$ cat src/rtl/uft_pkg.sv
package uft_pkg;

    typedef enum logic [2:0] {
        ST_IDLE,
        ST_START,
        ST_DATA,
        ST_PARITY,
        ST_STOP
    } tx_state_e;

    localparam logic [2:0] PAR_ODD    = 3'd4;
    localparam logic [2:0] PAR_EVEN   = 3'd5;
    localparam logic [2:0] PAR_FORCE1 = 3'd6;
    localparam logic [2:0] PAR_FORCE0 = 3'd7;

    localparam logic [1:0] TUNE_LONG  = 2'd1;
    localparam logic [1:0] TUNE_SHORT = 2'd3;

    localparam int SUB_W = 5;

    function automatic logic [SUB_W-1:0] sub_steps(input logic [1:0] code);
        unique case (code)
            TUNE_LONG:  sub_steps = 5'd17;
            TUNE_SHORT: sub_steps = 5'd15;
            default:    sub_steps = 5'd16;
        endcase
    endfunction

    function automatic logic parity_on(input logic [2:0] mode);
        parity_on = mode[2];
    endfunction

    function automatic logic parity_value(input logic [7:0] data,
                                          input logic [1:0] len,
                                          input logic [2:0] mode);
        logic [7:0] mask;
        logic       x;
        mask = 8'hFF >> (2'd3 - len);
        x    = ^(data & mask);
        unique case (mode)
            PAR_ODD:    parity_value = ~x;
            PAR_EVEN:   parity_value = x;
            PAR_FORCE1: parity_value = 1'b1;
            default:    parity_value = 1'b0;
        endcase
    endfunction

endpackage

$ cat src/rtl/uft_fifo.sv
module uft_fifo #(
    parameter int DEPTH  = 16,
    parameter int DATA_W = 8,
    localparam int PTR_W = $clog2(DEPTH),
    localparam int CNT_W = $clog2(DEPTH + 1)
) (
    input  logic              clk,
    input  logic              rst_n,
    input  logic              push,
    input  logic [DATA_W-1:0] wdata,
    input  logic              pop,
    output logic [DATA_W-1:0] rdata,
    output logic [CNT_W-1:0]  count,
    output logic              full,
    output logic              empty
);

    logic [DATA_W-1:0] mem [DEPTH];
    logic [PTR_W-1:0]  wr_ptr;
    logic [PTR_W-1:0]  rd_ptr;
    logic              do_push;
    logic              do_pop;

    assign full    = (count == CNT_W'(DEPTH));
    assign empty   = (count == '0);
    assign do_push = push && !full;
    assign do_pop  = pop && !empty;
    assign rdata   = mem[rd_ptr];

    always_ff @(posedge clk) begin
        if (do_push) begin
            mem[wr_ptr] <= wdata;
        end
    end

    always_ff @(posedge clk or negedge rst_n) begin
        if (!rst_n) begin
            wr_ptr <= '0;
            rd_ptr <= '0;
            count  <= '0;
        end else begin
            if (do_push) begin
                wr_ptr <= wr_ptr + 1'b1;
            end
            if (do_pop) begin
                rd_ptr <= rd_ptr + 1'b1;
            end
            unique case ({do_push, do_pop})
                2'b10:   count <= count + 1'b1;
                2'b01:   count <= count - 1'b1;
                default: count <= count;
            endcase
        end
    end

endmodule

$ cat src/rtl/uft_bit_timer.sv
module uft_bit_timer
    import uft_pkg::*;
#(
    parameter int DIV_W = 12
) (
    input  logic             clk,
    input  logic             rst_n,
    input  logic             uclk_en,
    input  logic             restart,
    input  logic             active,
    input  logic [DIV_W-1:0] divisor,
    input  logic [SUB_W-1:0] steps,
    output logic [SUB_W-1:0] sub_cnt,
    output logic             bit_done
);

    logic [DIV_W-1:0] pre_cnt;
    logic             pre_wrap;
    logic             sub_last;

    assign pre_wrap = uclk_en && active && (pre_cnt == divisor);
    assign sub_last = (sub_cnt == steps - 5'd1);
    assign bit_done = pre_wrap && sub_last && !restart;

    always_ff @(posedge clk or negedge rst_n) begin
        if (!rst_n) begin
            pre_cnt <= '0;
            sub_cnt <= '0;
        end else if (restart) begin
            pre_cnt <= '0;
            sub_cnt <= '0;
        end else if (uclk_en && active) begin
            if (pre_wrap) begin
                pre_cnt <= '0;
                sub_cnt <= sub_last ? '0 : sub_cnt + 5'd1;
            end else begin
                pre_cnt <= pre_cnt + 1'b1;
            end
        end
    end

endmodule

$ cat src/rtl/uft_frame_fsm.sv
module uft_frame_fsm
    import uft_pkg::*;
#(
    parameter int TUNE_W = 24
) (
    input  logic              clk,
    input  logic              rst_n,
    input  logic              uclk_en,
    input  logic              fifo_empty,
    input  logic [7:0]        fifo_rdata,
    input  logic [1:0]        cfg_data_len,
    input  logic              cfg_two_stop,
    input  logic [2:0]        cfg_parity,
    input  logic [TUNE_W-1:0] cfg_tune,
    input  logic              bit_done,
    output logic              pop,
    output logic              busy,
    output logic              line_bit,
    output logic [SUB_W-1:0]  steps,
    output tx_state_e         state
);

    tx_state_e  state_q;
    tx_state_e  state_d;
    logic [7:0] shreg;
    logic [2:0] bits_left;
    logic       stops_left;
    logic [3:0] pos;
    logic       par_q;
    logic       par_en_q;
    logic       two_stop_q;
    logic       load;
    logic [1:0] code;

    assign load  = (state_q == ST_IDLE) && !fifo_empty && uclk_en;
    assign state = state_q;

    // state register
    always_ff @(posedge clk or negedge rst_n) begin
        if (!rst_n) begin
            state_q <= ST_IDLE;
        end else begin
            state_q <= state_d;
        end
    end

    // next state
    always_comb begin
        state_d = state_q;
        unique case (state_q)
            ST_IDLE: begin
                if (load) state_d = ST_START;
            end
            ST_START: begin
                if (bit_done) state_d = ST_DATA;
            end
            ST_DATA: begin
                if (bit_done && bits_left == 3'd0) begin
                    state_d = par_en_q ? ST_PARITY : ST_STOP;
                end
            end
            ST_PARITY: begin
                if (bit_done) state_d = ST_STOP;
            end
            ST_STOP: begin
                if (bit_done && !stops_left) state_d = ST_IDLE;
            end
            default: state_d = ST_IDLE;
        endcase
    end

    // outputs
    always_comb begin
        code  = 2'(cfg_tune >> {pos, 1'b0});
        steps = sub_steps(code);
        pop   = load;
        busy  = (state_q != ST_IDLE);
        unique case (state_q)
            ST_START:  line_bit = 1'b0;
            ST_DATA:   line_bit = shreg[0];
            ST_PARITY: line_bit = par_q;
            default:   line_bit = 1'b1;
        endcase
    end

    // frame datapath
    always_ff @(posedge clk or negedge rst_n) begin
        if (!rst_n) begin
            shreg      <= '0;
            bits_left  <= '0;
            stops_left <= 1'b0;
            pos        <= '0;
            par_q      <= 1'b0;
            par_en_q   <= 1'b0;
            two_stop_q <= 1'b0;
        end else if (load) begin
            shreg      <= fifo_rdata;
            pos        <= '0;
            par_q      <= parity_value(fifo_rdata, cfg_data_len, cfg_parity);
            par_en_q   <= parity_on(cfg_parity);
            two_stop_q <= cfg_two_stop;
            bits_left  <= {1'b1, cfg_data_len};
        end else if (bit_done) begin
            pos <= pos + 4'd1;
            unique case (state_q)
                ST_DATA: begin
                    shreg     <= shreg >> 1;
                    bits_left <= bits_left - 3'd1;
                    stops_left <= two_stop_q;
                end
                ST_PARITY: stops_left <= two_stop_q;
                ST_STOP:   stops_left <= 1'b0;
                default: ;
            endcase
        end
    end

endmodule

$ cat src/rtl/uart_ftx.sv
module uart_ftx
    import uft_pkg::*;
#(
    parameter int DEPTH  = 16,
    parameter int DIV_W  = 12,
    parameter int TUNE_W = 24,
    localparam int CNT_W = $clog2(DEPTH + 1),
    localparam int TRIG_STEP = DEPTH / 4
) (
    input  logic              clk,
    input  logic              rst_n,
    input  logic              uclk_en,
    input  logic [1:0]        cfg_data_len,
    input  logic              cfg_two_stop,
    input  logic [2:0]        cfg_parity,
    input  logic [DIV_W-1:0]  cfg_divisor,
    input  logic [TUNE_W-1:0] cfg_tune,
    input  logic [1:0]        cfg_tx_trig,
    input  logic              send_break,
    input  logic              push_valid,
    input  logic [7:0]        push_data,
    output logic              fifo_full,
    output logic              tx_buf_empty,
    output logic              tx_idle,
    output logic              tx_req,
    output logic              txd
);

    logic [7:0]       fifo_rdata;
    logic [CNT_W-1:0] fifo_cnt;
    logic             fifo_empty;
    logic             pop_w;
    logic             busy_w;
    logic             line_bit;
    logic [SUB_W-1:0] steps_w;
    logic [SUB_W-1:0] sub_cnt_w;
    logic             bit_done_w;
    tx_state_e        state_w;

    uft_fifo #(.DEPTH(DEPTH), .DATA_W(8)) u_fifo (
        .clk   (clk),
        .rst_n (rst_n),
        .push  (push_valid),
        .wdata (push_data),
        .pop   (pop_w),
        .rdata (fifo_rdata),
        .count (fifo_cnt),
        .full  (fifo_full),
        .empty (fifo_empty)
    );

    uft_bit_timer #(.DIV_W(DIV_W)) u_timer (
        .clk      (clk),
        .rst_n    (rst_n),
        .uclk_en  (uclk_en),
        .restart  (pop_w),
        .active   (busy_w),
        .divisor  (cfg_divisor),
        .steps    (steps_w),
        .sub_cnt  (sub_cnt_w),
        .bit_done (bit_done_w)
    );

    uft_frame_fsm #(.TUNE_W(TUNE_W)) u_fsm (
        .clk          (clk),
        .rst_n        (rst_n),
        .uclk_en      (uclk_en),
        .fifo_empty   (fifo_empty),
        .fifo_rdata   (fifo_rdata),
        .cfg_data_len (cfg_data_len),
        .cfg_two_stop (cfg_two_stop),
        .cfg_parity   (cfg_parity),
        .cfg_tune     (cfg_tune),
        .bit_done     (bit_done_w),
        .pop          (pop_w),
        .busy         (busy_w),
        .line_bit     (line_bit),
        .steps        (steps_w),
        .state        (state_w)
    );

    assign tx_buf_empty = fifo_empty;
    assign tx_idle      = fifo_empty && !busy_w;
    assign tx_req       = fifo_cnt <= (CNT_W'(cfg_tx_trig) * CNT_W'(TRIG_STEP));

    always_ff @(posedge clk or negedge rst_n) begin
        if (!rst_n) begin
            txd <= 1'b1;
        end else begin
            txd <= send_break ? 1'b0 : line_bit;
        end
    end

endmodule

$ cat config.mk
export PLATFORM = sky130hd
export DESIGN_NAME = uart_ftx
export DESIGN_NICKNAME = d
export VERILOG_FILES = /design/src/rtl/uft_pkg.sv /design/src/rtl/uft_fifo.sv /design/src/rtl/uft_bit_timer.sv /design/src/rtl/uft_frame_fsm.sv /design/src/rtl/uart_ftx.sv
export SDC_FILE = /design/constraint.sdc
export NUM_CORES = 1
export LEC_CHECK = 0
export BUFFER_PORTS_ARGS = -buffer_cell sky130_fd_sc_hd__buf_2
export CAP_MARGIN = 25
export CORE_UTILIZATION = 40
export DETAILED_ROUTE_END_ITERATION = 16
export GPL_ROUTABILITY_DRIVEN = 0
export PLACE_DENSITY = 0.54
export SLEW_MARGIN = 5
export SYNTH_ARGS = -nofsm -noshare
export SYNTH_HDL_FRONTEND = slang
export SYNTH_SLANG_ARGS = --single-unit
$ cat constraint.sdc
create_clock -name clk -period 3.8 [get_ports clk]
set_input_delay 0.76 -clock clk [delete_from_list [all_inputs] [get_ports clk]]
set_output_delay 0.76 -clock clk [all_outputs]
set_load 0.005 [all_outputs]
Word-level counts from Yosys, hierarchy flattened --
Memory sizes are Yosys's and may differ from the RTL's. Index checks and enable logic that the tools add are counted.
Operators by class: $add $sub $neg 10, order comparisons 1, equal/unequal tests 19, shifts and indexed selects 2, multiplexer cells 30, bitwise operators 3, reductions and logical operators 32
Operators with widths (number):
- 2-to-1 mux 12 bit | 3
- 2-to-1 mux 3 bit | 9
- 2-to-1 mux 8 bit | 3
- >> shifter 24 x 5 -> 2 bit | 1
- 2-to-1 mux 5 bit | 4
- one-hot mux 5 bit (2 select lines) | 2
- one-hot mux 3 bit (5 select lines) | 1
- adder 12 x 1 -> 12 bit (second input constant) | 1
- adder 4 x 1 -> 4 bit (second input constant) | 3
- == test 12 bit | 1
- == test 3 bit (second input constant) | 4
- nonzero test 2 bit | 6
- logical AND 1 bit | 11
- adder 5 x 1 -> 5 bit (second input constant) | 2
- subtractor 5 x 1 -> 5 bit (second input constant) | 2
- bitwise AND 8 bit | 1
- 2-to-1 mux 4 bit | 2
- != test 2 x 1 -> 1 bit (second input constant) | 4
- XOR reduction 8 bit | 1
- >> shifter 8 x 2 -> 8 bit (first input constant) | 1
- == test 3 x 2 -> 1 bit (second input constant) | 2
- logical NOT 3 bit | 2
- one-hot mux 1 bit (3 select lines) | 2
- == test 5 bit | 1
- other kinds (18) | 28
Word-level totals: register bits after elaboration 53, bits in writable memories 128, input bits 57, output and inout bits 5, memories 1
Memory list:
- u_fifo.mem | words 16, bits a word 8, read ports 1, clocked after memory_dff 0, wr ports 1, line uft_fifo.sv:18 | logic [DATA_W-1:0] mem [DEPTH];

Logic depth before layout (Yosys ltp) --
Gate-level depths: netlist of the first run.
depth after elaboration 10, depth in mapped cells 14, depth with buffers taken out 13

By module --
Synthesis of the first run repeated with hierarchy kept, for this count alone.
Unflattened totals: cell total of the unflattened synthesis 615, area total of the unflattened synthesis 8519.4 um^2
By module, submodules not included:
- uft_fifo | times used 1, cells each 332, area an instance 5779.3 um^2, seq. area each 4169.0 um^2
- uft_frame_fsm | times used 1, cells each 146, area an instance 1445.1 um^2, seq. area each 550.5 um^2
- uft_bit_timer | times used 1, cells each 125, area an instance 1194.9 um^2, seq. area each 425.4 um^2
- uart_ftx | times used 1, cells each 12, area an instance 100.1 um^2, seq. area each 26.3 um^2

Least setup slack after synthesis of the first run --
No wires, ideal clock.
kind register to register, start point register u_fifo.rd_ptr[1], end point register u_fsm.par_q, setup time 92 ps, arrival 2987 ps, setup slack 721 ps, cell stages (with the launch flop) 11, path buffers 3, cell sequence dfrtp_1 > buf_2 > clkbuf_1 > buf_2 > mux4_2 > mux4_2 > xnor2_2 > xnor2_1 > or4_4 > and3_4 > o31ai_2
Between the ends: word-level cells in the longest chain between the ends 5
RTL lines:
- from (decl) | line uft_fifo.sv:20 | logic [PTR_W-1:0] rd_ptr;
- from (signal assigned) | line uft_fifo.sv:46 | rd_ptr <= rd_ptr + 1'b1;
- memory (16 x 8 bit) (*)
- bitwise AND 8 bit (*) | line uft_pkg.sv:39 | x = ^(data & mask);
- XOR reduction 8 bit (*) | line uft_pkg.sv:39
- inverter 1 bit | line uft_pkg.sv:41 | PAR_ODD: parity_value = ~x;
- one-hot mux 1 bit (3 select lines) (*) | line uft_pkg.sv:40 | unique case (mode)
- to (signal assigned) | line uft_frame_fsm.sv:99 | par_q <= parity_value(fifo_rdata, cfg_data_len, cfg_parity);
- to (decl) | line uft_frame_fsm.sv:29 | logic par_q;
Every way passes the cells marked *; elsewhere a longest branch is shown, timed or not. A chain may end at the register's enable or synchronous reset.

Final worst setup path of the first run --
start point register u_fifo.rd_ptr[0], end point register u_fsm.par_q
Same word-level chain as after synthesis.

==> results summary, run 1 <==
The share of synthesized area in the top cell type comes to 0.4657. The mean post-synth cell area came out at between 10 and 15 um2. The leakage power summed over all cells is between 0.003 and 0.004 uW.

The synthesis-to-layout area growth came out at 16.58%. In this run the deepest clock path goes through 2 buffers. The number of nets handed over by synthesis was 644. After layout, the worst setup slack is 306.0 ps.

The power density relative to cell area came out at 653.0 nW/um2. The reported max-cap violation count came out at 0. The effective utilization at floorplan is 0.4079.

The maximum vdd drop is 0.2394 mV. The number of enable flip-flop cells after synthesis came out at 128. The wire-length estimate of the detail-placed layout is around 13000 um.

The number of antenna violations at the first check in global routing is 0. Setup violations remaining at the end of the flow were counted as 0. After detailed routing, the number of vias per cell comes to 5.287. The yosys synthesis warning count came out at 0. The fraction of final layout cells sized beyond drive strength 1 came out at 0.2600. The type of origin of the critical path is a flip-flop.

The number of port buffers came out at between 60 and 70. The final worst hold slack is 321.1 ps. The path type of the worst min-delay path is in -> async. The total number of vias came out at 4986.

At the worst endpoint, the arrival time is 3840 ps. The clock sink count is 181. The maximum fanout along the worst path is 14. The synthesized flop and latch total came out at 181. The startpoint identified for the worst register-to-register timing path is u_fifo.rd_ptr[0]$_DFFE_PN0P_.

The count of final max-slew check failures came out at 0. The largest single stage delay on the critical path is 610 ps. Traced cell by cell, the critical path runs through mux4_1 > a22o_1 > a221oi_1 > xnor3_1 > xnor2_1 > or4_4 > and3_4 > o31ai_2. The most instantiated library cell after synthesis is edfxtp_1. The critical path in this run is classified as reg -> reg. The total count of hold-check failures in the final report came out at 0. The number of global-route vias before repair was 5175. For this block, the routed nets add up to around 18000 um of wire.

The gate count of the mapped netlist came out at 570. Entering global routing, the biggest net connects 43 pins. In this run, CTS created clock tree buffers numbering 17. The most instantiated flip-flop cell in the synthesis netlist is edfxtp_1.

The register clock-pin slew on the reported worst setup and hold paths is 70 ps. The number of setup buffers added after CTS is 0. The mean routed wirelength per cell came out at 19.57 um. From bottom edge to top edge, the die measures 145.7 um. The critical path endpoint category is a flip-flop. The fraction of the yosys area taken by sequential cells came out at 0.6265. The count of nets left with antenna violations once routing finished came out at 0.

The number of cell rows is 52. The cell type group with the largest total delay on the critical path is compound AO/OA/AOI/OAI gates. Setup repair after global routing left no endpoint under its margin. The die covers 21210 um2. The shortest clock period the worst path allows after layout is about 3500 ps. The share of synthesized registers carrying an async set or reset came out at 0.2928.

The worst register-to-register path ends at u_fsm.par_q$_DFFE_PN0N_. The required time reported for the critical path endpoint is 4140 ps. In this run the clock root is driven by a clkbuf_16. The DRC violation count after routing came out at 0. The largest total area in the synthesized netlist belongs to edfxtp_1. The worst reg-to-reg setup slack is slightly above 300 ps. The count of hold-fix buffers inserted at cts came out at 0. The I/O pin total came out at 62.

The number of gates given a new drive strength after cts is 0. The achievable frequency is approximately 290 MHz. The count of buffer and inverter cells on the critical path is 0.

Ranked by instance count, the synthesized netlist is headed by 128 x edfxtp_1, 66 x nand2_1, 52 x dfrtp_1. The setup TNS after final layout is 0 ps. For this design, the slowest cell found on the critical path is dfrtp_2. The first global-routing pass estimated 28870 um of wire. The end-of-flow core utilization is 0.4756.

The region available for standard cell placement spans 20230 um2. The number of standard cells in the final layout excluding fillers came out at 943. The number of cells on the worst reg-to-reg path is 8. The final clock skew came out at 10.16 ps. The count of antenna diodes in the layout is 0. The total overflow left after global routing is 0. OpenSTA, run right after detailed placement, puts the worst setup slack at 309.4 ps. In this run the cell area of the synthesized design comes to 8254 um2. The worst-skew pair later-pin latency is 430 ps. The number of design-rule violations left by the first detailed-router iteration came out at between 300 and 400. For this run, the total global-route usage over all layers was measured as 0.1842. TritonCTS built the clock tree. The final layout net count is 734.

Measured against its own limit, the worst slew margin works out to 0.5287. By area the synthesized netlist is led by edfxtp_1 47%, dfrtp_1 16%, mux4_2 8.5%. The run finished with clean final reports.

The floorplan die width is 145.7 um. After detailed placement, the design holds a cell count of 910. The H-tree depth is 4. The transition time at the pin with the least slew margin is 704.3 ps. The count of TritonRoute iterations in the first routing pass is 5. Of the available clock period, the critical path in the final layout requires 0.9195. The number of unique standard cell types used by synthesis came out at 53.
logic make-up after synthesis:
group                    after synthesis  synth area share
flip-flops                           181            0.6265
XOR/XNOR                              38           0.04290
AO/OA/AOI/OAI                         65           0.04881
adder cells (fa/ha/maj)               17           0.02668
buffers and inverters                 47           0.02683
multiplexers                          54            0.1335
AND/OR/NAND/NOR                      168           0.09474
how the worst max path moves through the flow:
stage,startpoint,to,cells after the start
after floorplan,u_fifo.rd_ptr[1]$_DFFE_PN0P_,u_fsm.par_q$_DFFE_PN0N_,10
after global placement,u_fifo.rd_ptr[0]$_DFFE_PN0P_,u_fsm.par_q$_DFFE_PN0N_,8
after detailed placement,u_fifo.rd_ptr[0]$_DFFE_PN0P_,u_fsm.par_q$_DFFE_PN0N_,8
after CTS,u_fifo.rd_ptr[0]$_DFFE_PN0P_,u_fsm.par_q$_DFFE_PN0N_,8
after global routing,u_fifo.rd_ptr[0]$_DFFE_PN0P_,u_fsm.par_q$_DFFE_PN0N_,8
final,u_fifo.rd_ptr[0]$_DFFE_PN0P_,u_fsm.par_q$_DFFE_PN0N_,8
registers in the layout, indices dropped and copies added, names as in the netlist:
signal,flops
u_fsm.two_stop_q,1
u_fsm.pos,4
u_fsm.shreg,8
u_fsm.par_en_q,1
u_fifo.mem,128
txd,1
u_fsm.bits_left,3
u_fifo.wr_ptr,4
u_fsm.stops_left,1
u_fsm.par_q,1
u_timer.pre_cnt,12
u_timer.sub_cnt,5
u_fifo.rd_ptr,4
u_fsm.state,3
u_fifo.count,5
metal layers:
metal  share of wire  routed length (um)  global-route usage
met5               0                   0                   0
met4           0.018                 333             0.06421
met3           0.043                 800             0.03386
met2            0.49                9109              0.3060
met1            0.44                8208              0.2437
layout by cell type, fill, tap and decap left out, types with 5 or more instances in the layout:
cell type  instances
nor3_1            11
nor4_1             5
xnor2_1           17
o21ai_0           20
ha_1              16
a21oi_1           12
nand3_1           11
mux4_1            10
inv_1             25
nor2_1            38
nand2_1           66
buf_4             29
edfxtp_1         128
nand4_1           11
dfrtp_1           51
mux4_2            31
buf_2             61
o21ai_1            7
nand2b_1           5
clkbuf_16         17
xor2_1            19
mux2_2             9
where the power goes:
| part | total (uW) | switching [uW] | internal (uW) |
|---|---|---|---|
| logic | 1890 | 946 | 945 |
| registers | 2690 | 264 | 2420 |
| clock network | 1700 | 785 | 919 |
| total | 6280 | 1990 | 4290 |
cell type report:
cell class,count,area [um2]
Clock inverter,15,153.9
Inverter,25,93.84
Clock buffer,17,425.4
Tap cell,270,337.8
Fill cell,1779,10610
Multi-Input combinational cell,342,2867
Sequential cell,181,5172
Timing Repair Buffer,93,573.1
per-stage QoR:
stage	total power, uW	area [um2]
finish	6284	9623
global route	6622	9623
CTS	6339	9595
detailed placement	4641	9016
global placement	4576	8994
floorplan	4115	8254
No activity file was read; power rests on OpenSTA's default activity.
==> inputs of run 2 (changes only) <==
--- a/config.mk
+++ b/config.mk
@@ -7,6 +7,7 @@
 export LEC_CHECK = 0
 export BUFFER_PORTS_ARGS = -buffer_cell sky130_fd_sc_hd__buf_2
 export CAP_MARGIN = 25
+export CORE_ASPECT_RATIO = 1.75
 export CORE_UTILIZATION = 40
 export DETAILED_ROUTE_END_ITERATION = 16
 export GPL_ROUTABILITY_DRIVEN = 0
==> run 2 against run 1 <==
  * Design area is 1.8% lower
  * Register-to-register slack improved by 50 ps
  * Critical path depth stayed put
  * Clock skew increased by 0.78 ps
  * Worst hold slack better by 28 ps
  * Largest power group unchanged
==> results summary, run 2 (same netlist as run 1, synthesis figures left out) <==
Outcome: finished, final reports clean (unchanged). The final period utilization came out at 0.9053 (was 0.9195). The category of the most critical setup path is reg -> reg (unchanged). The total area of sequential cells is 5172 um2 (unchanged). The fraction of final layout cells sized beyond drive strength 1 is 0.2455 (was 0.2600).

The overflow left after global routing was 0 (unchanged). The maximum fanout along the worst path is 18 (was 14). The count of hold-fix buffers inserted at cts came to 0 (unchanged). The global-route met3 utilization is 0.03061 (was 0.03386). The number of buffers inserted by post-CTS setup repair was 0 (unchanged). The cell chosen for the clock root is clkbuf_16 (unchanged). The I/O pin total is 62 (unchanged). The final layout net count is 721 (was 734). The number of buffers inserted during clock tree synthesis came out at 17 (unchanged).

The register containing the most flip-flops in the final layout is u_fifo.mem (unchanged). Top library cells by usage in the layout, fill and taps aside: 128 x edfxtp_1, 66 x nand2_1, 61 x buf_2 (unchanged). The end point of the critical path is u_fsm.par_q$_DFFE_PN0N_ (unchanged).

The end-of-flow core utilization came out at 0.4658 (was 0.4756). The worst-skew pair later-pin latency is 420 ps (was 430 ps). The DRC violation count after routing came out at 0 (unchanged). The arrival time at the worst endpoint came to 3780 ps (was 3840 ps).

The clock sink count was 181 (unchanged). The critical path endpoint category is a flip-flop (unchanged). The type of origin of the critical path is a flip-flop (unchanged).

The required time reported for the critical path endpoint came to 4140 ps (about the same). The reported max-cap violation count was 0 (unchanged). The floorplan die width is 110.6 um (was 145.7 um). The cell with the largest stage delay on the worst path is dfrtp_2 (unchanged).

Crit-path cells: mux4_1 > a22o_1 > a221oi_1 > xnor3_1 > xnor2_1 > or4_4 > and3_4 > o31ai_2 (unchanged). The achievable frequency is 290.7 MHz (was 286.2 MHz). The power density relative to cell area is 651.3 nW/um2 (was 653.0 nW/um2). The final setup violation count came out at 0 (unchanged). The final clock skew came out at 10.94 ps (was 10.16 ps). The aggregate routed wire length is 17340 um (was 18450 um). The origin of the critical flop-to-flop path is u_fifo.rd_ptr[0]$_DFFE_PN0P_ (unchanged). The total number of vias came out at 4847 (was 4986). The leakage power summed over all cells is 0.003620 uW (was 0.003708 uW). The max-slew headroom at the worst pin came out at 0.3045 (was 0.5287). The flip-flop count of the largest register, all copies and words added came out at 128 (unchanged). The area taken by multi-input logic gates came out at 2877 um2 (was 2867 um2). The count of antenna diodes in the layout came out at 0 (unchanged). The detailed placer's ending HPWL is 12930 um (was 12780 um).

The number of design-rule violations left by the first detailed-router iteration came out at 307 (was 349). Unrepaired setup endpoints after global routing: no (unchanged). The number of global-route vias before repair is 5047 (was 5175). The worst reg-to-reg setup slack came out at 360 ps (was 310 ps).

The total stage count of the critical path came out at 8 (unchanged). The setup TNS after final layout is 0 ps (unchanged). The count of buffer and inverter cells on the critical path came out at 0 (unchanged). The most frequent standard cell in the layout excluding fill and tap cells is edfxtp_1 (unchanged). The routed via count divided by cell count is 5.338 (was 5.287). The area of the placeable core came to 20290 um2 (was 20230 um2). The number of buffers on the longest clock path came to 2 (unchanged). The mean routed wirelength per cell came out at 19.09 um (was 19.57 um). The total count of hold-check failures in the final report is 0 (unchanged). The number of antenna violations at the first check in global routing was 0 (unchanged). The maximum number of pins on one net before global-route repair came out at 30 (was 43).

The number of routed nets with antenna violations came out at 0 (unchanged). The wire length of the first global-routing pass is 27260 um (was 28870 um). The number of gates given a new drive strength after cts is 0 (unchanged). The H-tree depth came out at 4 (unchanged). The global-route track usage on met2 came out at 0.3354 (was 0.3060). The die outline area is 21240 um2 (was 21210 um2). The most heavily used metal layer in global routing is met2 (unchanged). The count of TritonRoute iterations in the first routing pass came out at 4 (was 5). The cell type group with the largest total delay on the critical path is compound AO/OA/AOI/OAI gates (unchanged). The number of inserted filler cells in the final layout is 1793 (was 1779). The number of port buffers came to 61 (unchanged).

The maximum vdd drop came out at 0.3379 mV (was 0.2394 mV). The number of cell rows is 69 (was 52). The cell area reported after detailed placement is 8905 um2 (was 9016 um2). The total non-filler cell area in the finished layout came out at 9450 um2 (was 9623 um2). The worst reg-to-reg path cell count was 8 (unchanged). The shortest clock period the worst path allows after layout is 3440 ps (was 3494 ps).

The transition time at the pin with the least slew margin is 1039 ps (was 704.3 ps). The launching instance or port of the critical path is u_fifo.rd_ptr[0]$_DFFE_PN0P_ (unchanged). The count of final max-slew check failures is 0 (unchanged).

The clock tree from TritonCTS is yes (unchanged). The met1 track utilization from global routing came out at 0.1742 (was 0.2437). The register clock-pin slew on the reported worst setup and hold paths came out at 70 ps (about the same). The effective utilization at floorplan came out at 0.4068 (was 0.4079). The total routing resource utilization after global routing came to 0.1714 (was 0.1842). The end of the worst register-to-register path is u_fsm.par_q$_DFFE_PN0N_ (unchanged). The synthesis-to-layout area growth is 14.49% (was 16.58%).

The path type of the worst min-delay path is in -> async (unchanged). The overall die height came out at 192.0 um (was 145.7 um). Top flop regs: u_fifo.mem x128, u_timer.pre_cnt x12, u_fsm.shreg x8 (unchanged). The maximum cell stage delay along the critical path is 700 ps (was 610 ps).
-- run 2: how the worst min path moves through the flow --
stage | start | end | slack, ps | cells after the start
2_1_floorplan | u_fsm.two_stop_q$_DFFE_PN0N_ | u_fsm.two_stop_q$_DFFE_PN0N_ | 450 | 2
3_3_place_gp | u_fsm.par_q$_DFFE_PN0N_ | u_fsm.par_q$_DFFE_PN0N_ | 470 | 2
3_5_place_dp | u_fsm.two_stop_q$_DFFE_PN0N_ | u_fsm.two_stop_q$_DFFE_PN0N_ | 480 | 2
4_1_cts | rst_n | u_timer.pre_cnt[0]$_DFFE_PN0P_ | 360 | 1
5_1_grt | rst_n | u_timer.pre_cnt[6]$_DFFE_PN0P_ | 390 | 1
6_report | rst_n | u_timer.pre_cnt[4]$_DFFE_PN0P_ | 350 | 1
-- run 2: final cells by class --
type,instances,share of cell area
Tap cell,248,0.03283
Sequential cell,181,0.5473
Clock inverter,15,0.01271
Inverter,25,0.009930
Timing Repair Buffer,80,0.04780
Clock buffer,17,0.04502
Multi-Input combinational cell,342,0.3044
-- run 2: routing by layer --
metal / vias to the layer above / routed length, um
li1: 2293 / -
met3: 32 / 488
met5: - / 0
met1: 2418 / 6253
met2: 104 / 10080
met4: 0 / 515
-- run 2: power breakdown --
| group | switching [uW] | leakage [uW] | total, uW | internal (uW) |
|---|---|---|---|---|
| registers | 258 | 0.00183 | 2680 | 2430 |
| clock network | 779 | 0.000259 | 1630 | 853 |
| logic | 919 | 0.00153 | 1840 | 921 |
-- run 2: stage by stage --
stage | total power (uW) | worst slack [ps] | std cells | hold WS, ps
after floorplan | 4115 | 721.4 | 570 | 447.5
after global placement | 4553 | 365.5 | 875 | 472.5
after detailed placement | 4608 | 334.1 | 876 | 482.0
after CTS | 6245 | 311.1 | 908 | 357.5
after global routing | 6501 | 193.5 | 908 | 386.1
final | 6155 | 359.9 | 908 | 349.1
==> inputs of run 3 (changes only) <==
--- a/config.mk
+++ b/config.mk
@@ -5,6 +5,7 @@
 export SDC_FILE = /design/constraint.sdc
 export NUM_CORES = 1
 export LEC_CHECK = 0
+export ABC_AREA = 1
 export BUFFER_PORTS_ARGS = -buffer_cell sky130_fd_sc_hd__buf_2
 export CAP_MARGIN = 25
 export CORE_ASPECT_RATIO = 1.75
==> run 3 against run 2 <==
  * Setup slack improved by 740 ps
  * Non-clock buffer count shrank 3
  * Core utilization decreased by 0.14 points
  * Critical path type is now reg -> out
==> results summary, run 3 <==
The number of standard cells in the final layout excluding fillers came out at 1383 (was 908). The net switching fraction of the power is 0.2819 (was 0.3177). Top flop regs: u_fifo.mem x128, u_timer.pre_cnt x12, u_fsm.shreg x8 (unchanged). The logic gate share of total power is 0.158 (was 0.299).

The total non-filler cell area in the finished layout is 10250 um2 (was 9450 um2). The overflow left after global routing was 0 (unchanged). The fraction of the yosys area taken by sequential cells is 0.5743 (was 0.6265). The category of the most critical setup path was reg -> out (was reg -> reg).

The mean routed wirelength per cell is 15.42 um (was 19.09 um). Outcome: finished, final reports clean (unchanged). The type of origin of the critical path is a flip-flop (unchanged). The most frequent standard cell in the layout excluding fill and tap cells was nand2_1 (was edfxtp_1). The power density relative to cell area is 498.6 nW/um2 (was 651.3 nW/um2). The number of unique standard cell types used by synthesis came out at 40 (was 53). Top library cells by usage in the layout, fill and taps aside: 300 x nand2_1, 136 x inv_1, 128 x edfxtp_1 (was 128 x edfxtp_1, 66 x nand2_1, 61 x buf_2). Leading cell types by total area after synthesis: edfxtp_1 43%, dfrtp_1 14%, nand2_1 13% (was edfxtp_1 47%, dfrtp_1 16%, mux4_2 8.5%).

The synthesized cell area came to 9005 um2 (was 8254 um2). The top-area cell type share of the netlist area is 0.4268 (was 0.4657). The maximum number of pins on one net before global-route repair is 71 (was 30). The achievable frequency came out at 371.0 MHz (was 290.7 MHz). The count of buffer and inverter cells on the critical path is 1 (was 0).

The number of buffers inserted during clock tree synthesis is 17 (unchanged). The setup TNS after final layout is 0 ps (unchanged). The number of global-route vias before repair came out at 6728 (was 5047).

The cell with the largest stage delay on the worst path is dfrtp_1 (was dfrtp_2). The maximum fanout along the worst path came out at 6 (was 18). The leakage power summed over all cells was 0.004666 uW (was 0.003620 uW). The placed cell count came out at 1351 (was 876). The count of TritonRoute iterations in the first routing pass came out at 6 (was 4). The worst-skew pair later-pin latency is 440 ps (was 420 ps).

The number of cell rows is 72 (was 69). The shortest clock period the worst path allows after layout came to 2695 ps (was 3440 ps). The number of design-rule violations left by the first detailed-router iteration is 341 (was 307). The aggregate routed wire length was 21330 um (was 17340 um). The overall die height is 200.5 um (was 192.0 um). The max-slew headroom at the worst pin is 0.3258 (was 0.3045). The path type of the worst min-delay path is in -> reg (was in -> async). The internal power component is 3670 uW (was 4200 uW). The clock tree from TritonCTS is yes (unchanged).

Most frequent cells after synthesis: 300 x nand2_1, 136 x inv_1, 128 x edfxtp_1 (was 128 x edfxtp_1, 66 x nand2_1, 52 x dfrtp_1). The clock group share of total power came out at 0.358 (was 0.265). The number of nets in the synthesized netlist came out at 1086 (was 644). The most instantiated flip-flop cell in the synthesis netlist is edfxtp_1 (unchanged). The total number of vias was 6750 (was 4847). Crit-path cells: nor2_1 > nand2_1 > nor3_1 > buf_2 (was mux4_1 > a22o_1 > a221oi_1 > xnor3_1 > xnor2_1 > or4_4 > and3_4 > o31ai_2). The final layout net count came to 1148 (was 721). The number of buffers on the longest clock path is 2 (unchanged). Unrepaired setup endpoints after global routing: no (unchanged). The maximum cell stage delay along the critical path was 440 ps (was 700 ps). The transition time at the pin with the least slew margin is 1008 ps (was 1039 ps). The cell chosen for the clock root is clkbuf_16 (unchanged).

The top cell type by total area after synthesis is edfxtp_1 (unchanged). The cell type group with the largest total delay on the critical path is simple AND/OR/NAND/NOR gates (was compound AO/OA/AOI/OAI gates). The register containing the most flip-flops in the final layout was u_fifo.mem (unchanged).

The effective utilization at floorplan is 0.4080 (was 0.4068). The count of antenna diodes in the layout is 0 (unchanged). The total routing resource utilization after global routing came out at 0.1957 (was 0.1714). The die outline area came to 23140 um2 (was 21240 um2). The number of port buffers came out at 61 (unchanged). The clock sink count came out at 181 (unchanged).

The number of enable flip-flop cells after synthesis is 128 (unchanged). The DRC violation count after routing came out at 0 (unchanged). The number of buffers inserted by post-CTS setup repair was 0 (unchanged). The global-route met3 utilization came to 0.03110 (was 0.03061).

The yosys synthesis warning count is 0 (unchanged). The synthesized flop and latch total is 181 (unchanged). The global-route track usage on met2 came to 0.3890 (was 0.3354). The total count of hold-check failures in the final report came to 0 (unchanged). The most heavily used metal layer in global routing is met2 (unchanged). The power spent charging and discharging nets came out at 1441 uW (was 1956 uW).

The number of routed nets with antenna violations came to 0 (unchanged). The flip-flop count of the largest register, all copies and words added is 128 (unchanged). The H-tree depth came out at 4 (unchanged). The gate count of the mapped netlist came out at 1012 (was 570). The number of antenna violations at the first check in global routing is 0 (unchanged).

The count of final max-slew check failures is 0 (unchanged). The met1 track utilization from global routing came out at 0.1884 (was 0.1742). The share of synthesized registers carrying an async set or reset came to 0.2928 (unchanged). The fraction of final layout cells sized beyond drive strength 1 came to 0.1214 (was 0.2455). The area of the placeable core is 22070 um2 (was 20290 um2). The synthesis-to-layout area growth came out at 13.82% (was 14.49%).

The count of hold-fix buffers inserted at cts is 0 (unchanged). The I/O pin total was 62 (unchanged). The detailed placer's ending HPWL is 14990 um (was 12930 um). The mean post-synth cell area came to 8.898 um2 (was 14.48 um2). The reported max-cap violation count came to 0 (unchanged).

The number of gates given a new drive strength after cts is 0 (unchanged). The final setup violation count came out at 0 (unchanged). The part of the total power dissipated in sequential elements came out at 0.484 (was 0.436). The routed via count divided by cell count came to 4.881 (was 5.338).

The wire length of the first global-routing pass came to 33680 um (was 27260 um). The most instantiated library cell after synthesis is nand2_1 (was edfxtp_1). The register clock-pin slew on the reported worst setup and hold paths came out at 70 ps (about the same). The cell area reported after detailed placement is 9633 um2 (was 8905 um2).

The final period utilization is 0.7092 (was 0.9053). The end-of-flow core utilization came out at 0.4644 (was 0.4658). The critical path endpoint category is an output port (was flip-flop). The arrival time at the worst endpoint came out at 1940 ps (was 3780 ps). The floorplan die width is 115.4 um (was 110.6 um). The final clock skew is 9.320 ps (was 10.94 ps).

The maximum vdd drop is 0.2797 mV (was 0.3379 mV). The required time reported for the critical path endpoint was 3040 ps (was 4140 ps).
[run 3: logic make-up (layout without fill, tap and decap cells)]
family | Yosys count | in the layout | share of synthesized area
XOR/XNOR | 20 | 20 | 0.01945
flip-flops | 181 | 181 | 0.5743
AND/OR/NAND/NOR | 535 | 535 | 0.2507
buffers and inverters | 178 | 253 | 0.07934
multiplexers | 1 | 1 | 0.001112
adder cells (fa/ha/maj) | 17 | 17 | 0.02445
AO/OA/AOI/OAI | 80 | 80 | 0.05072
[run 3: final cells by class]
| type | count | area (um2) |
|---|---|---|
| Multi-Input combinational cell | 653 | 3124 |
| Clock buffer | 17 | 425.4 |
| Tap cell | 296 | 370.4 |
| Clock inverter | 15 | 191.4 |
| Inverter | 144 | 540.5 |
| Timing Repair Buffer | 77 | 425.4 |
| Fill cell | 2157 | 11820 |
| Sequential cell | 181 | 5172 |
[run 3: power by group through the flow]
stage	clock network, uW	logic, uW	registers (uW)
6_report	1830	808	2470
3_3_place_gp	0	811	2510
5_1_grt	1950	945	2490
3_5_place_dp	0	821	2510
4_1_cts	1870	825	2470
2_1_floorplan	0	560	2480
[run 3: metrics by stage]
step                setup slack [ps]  total power, uW  hold WS (ps)
CTS                             1111             5172         412.9
global placement                1190             3321         458.1
floorplan                       1029             3039         442.2
detailed placement              1177             3335         465.0
finish                          1105             5111         434.9
global route                   914.9             5392         422.0
[run 3: path summary, 6_finish.rpt]
kind	to	startpoint	slack, ps	cells past startpoint
min	txd$_DFF_PN1_	send_break	430	2
min reg2reg	u_fsm.par_en_q$_DFFE_PN0N_	u_fsm.par_en_q$_DFFE_PN0N_	480	2
max in group asynchronous	u_timer.pre_cnt[3]$_DFFE_PN0P_	rst_n	2650	2
min in group asynchronous	u_fsm.pos[0]$_DFFE_PN0P_	rst_n	440	1
max	tx_idle	u_fsm.state[0]$_DFFE_PN0P_	1100	4
max reg2reg	u_fifo.count[4]$_DFFE_PN0P_	u_fsm.state[0]$_DFFE_PN0P_	1240	14
[run 3: routing by layer]
layer,vias up,part of all wire
met4,0,0.028
met2,122,0.58
met1,3185,0.37
met5,-,0
li1,3407,-
met3,36,0.026
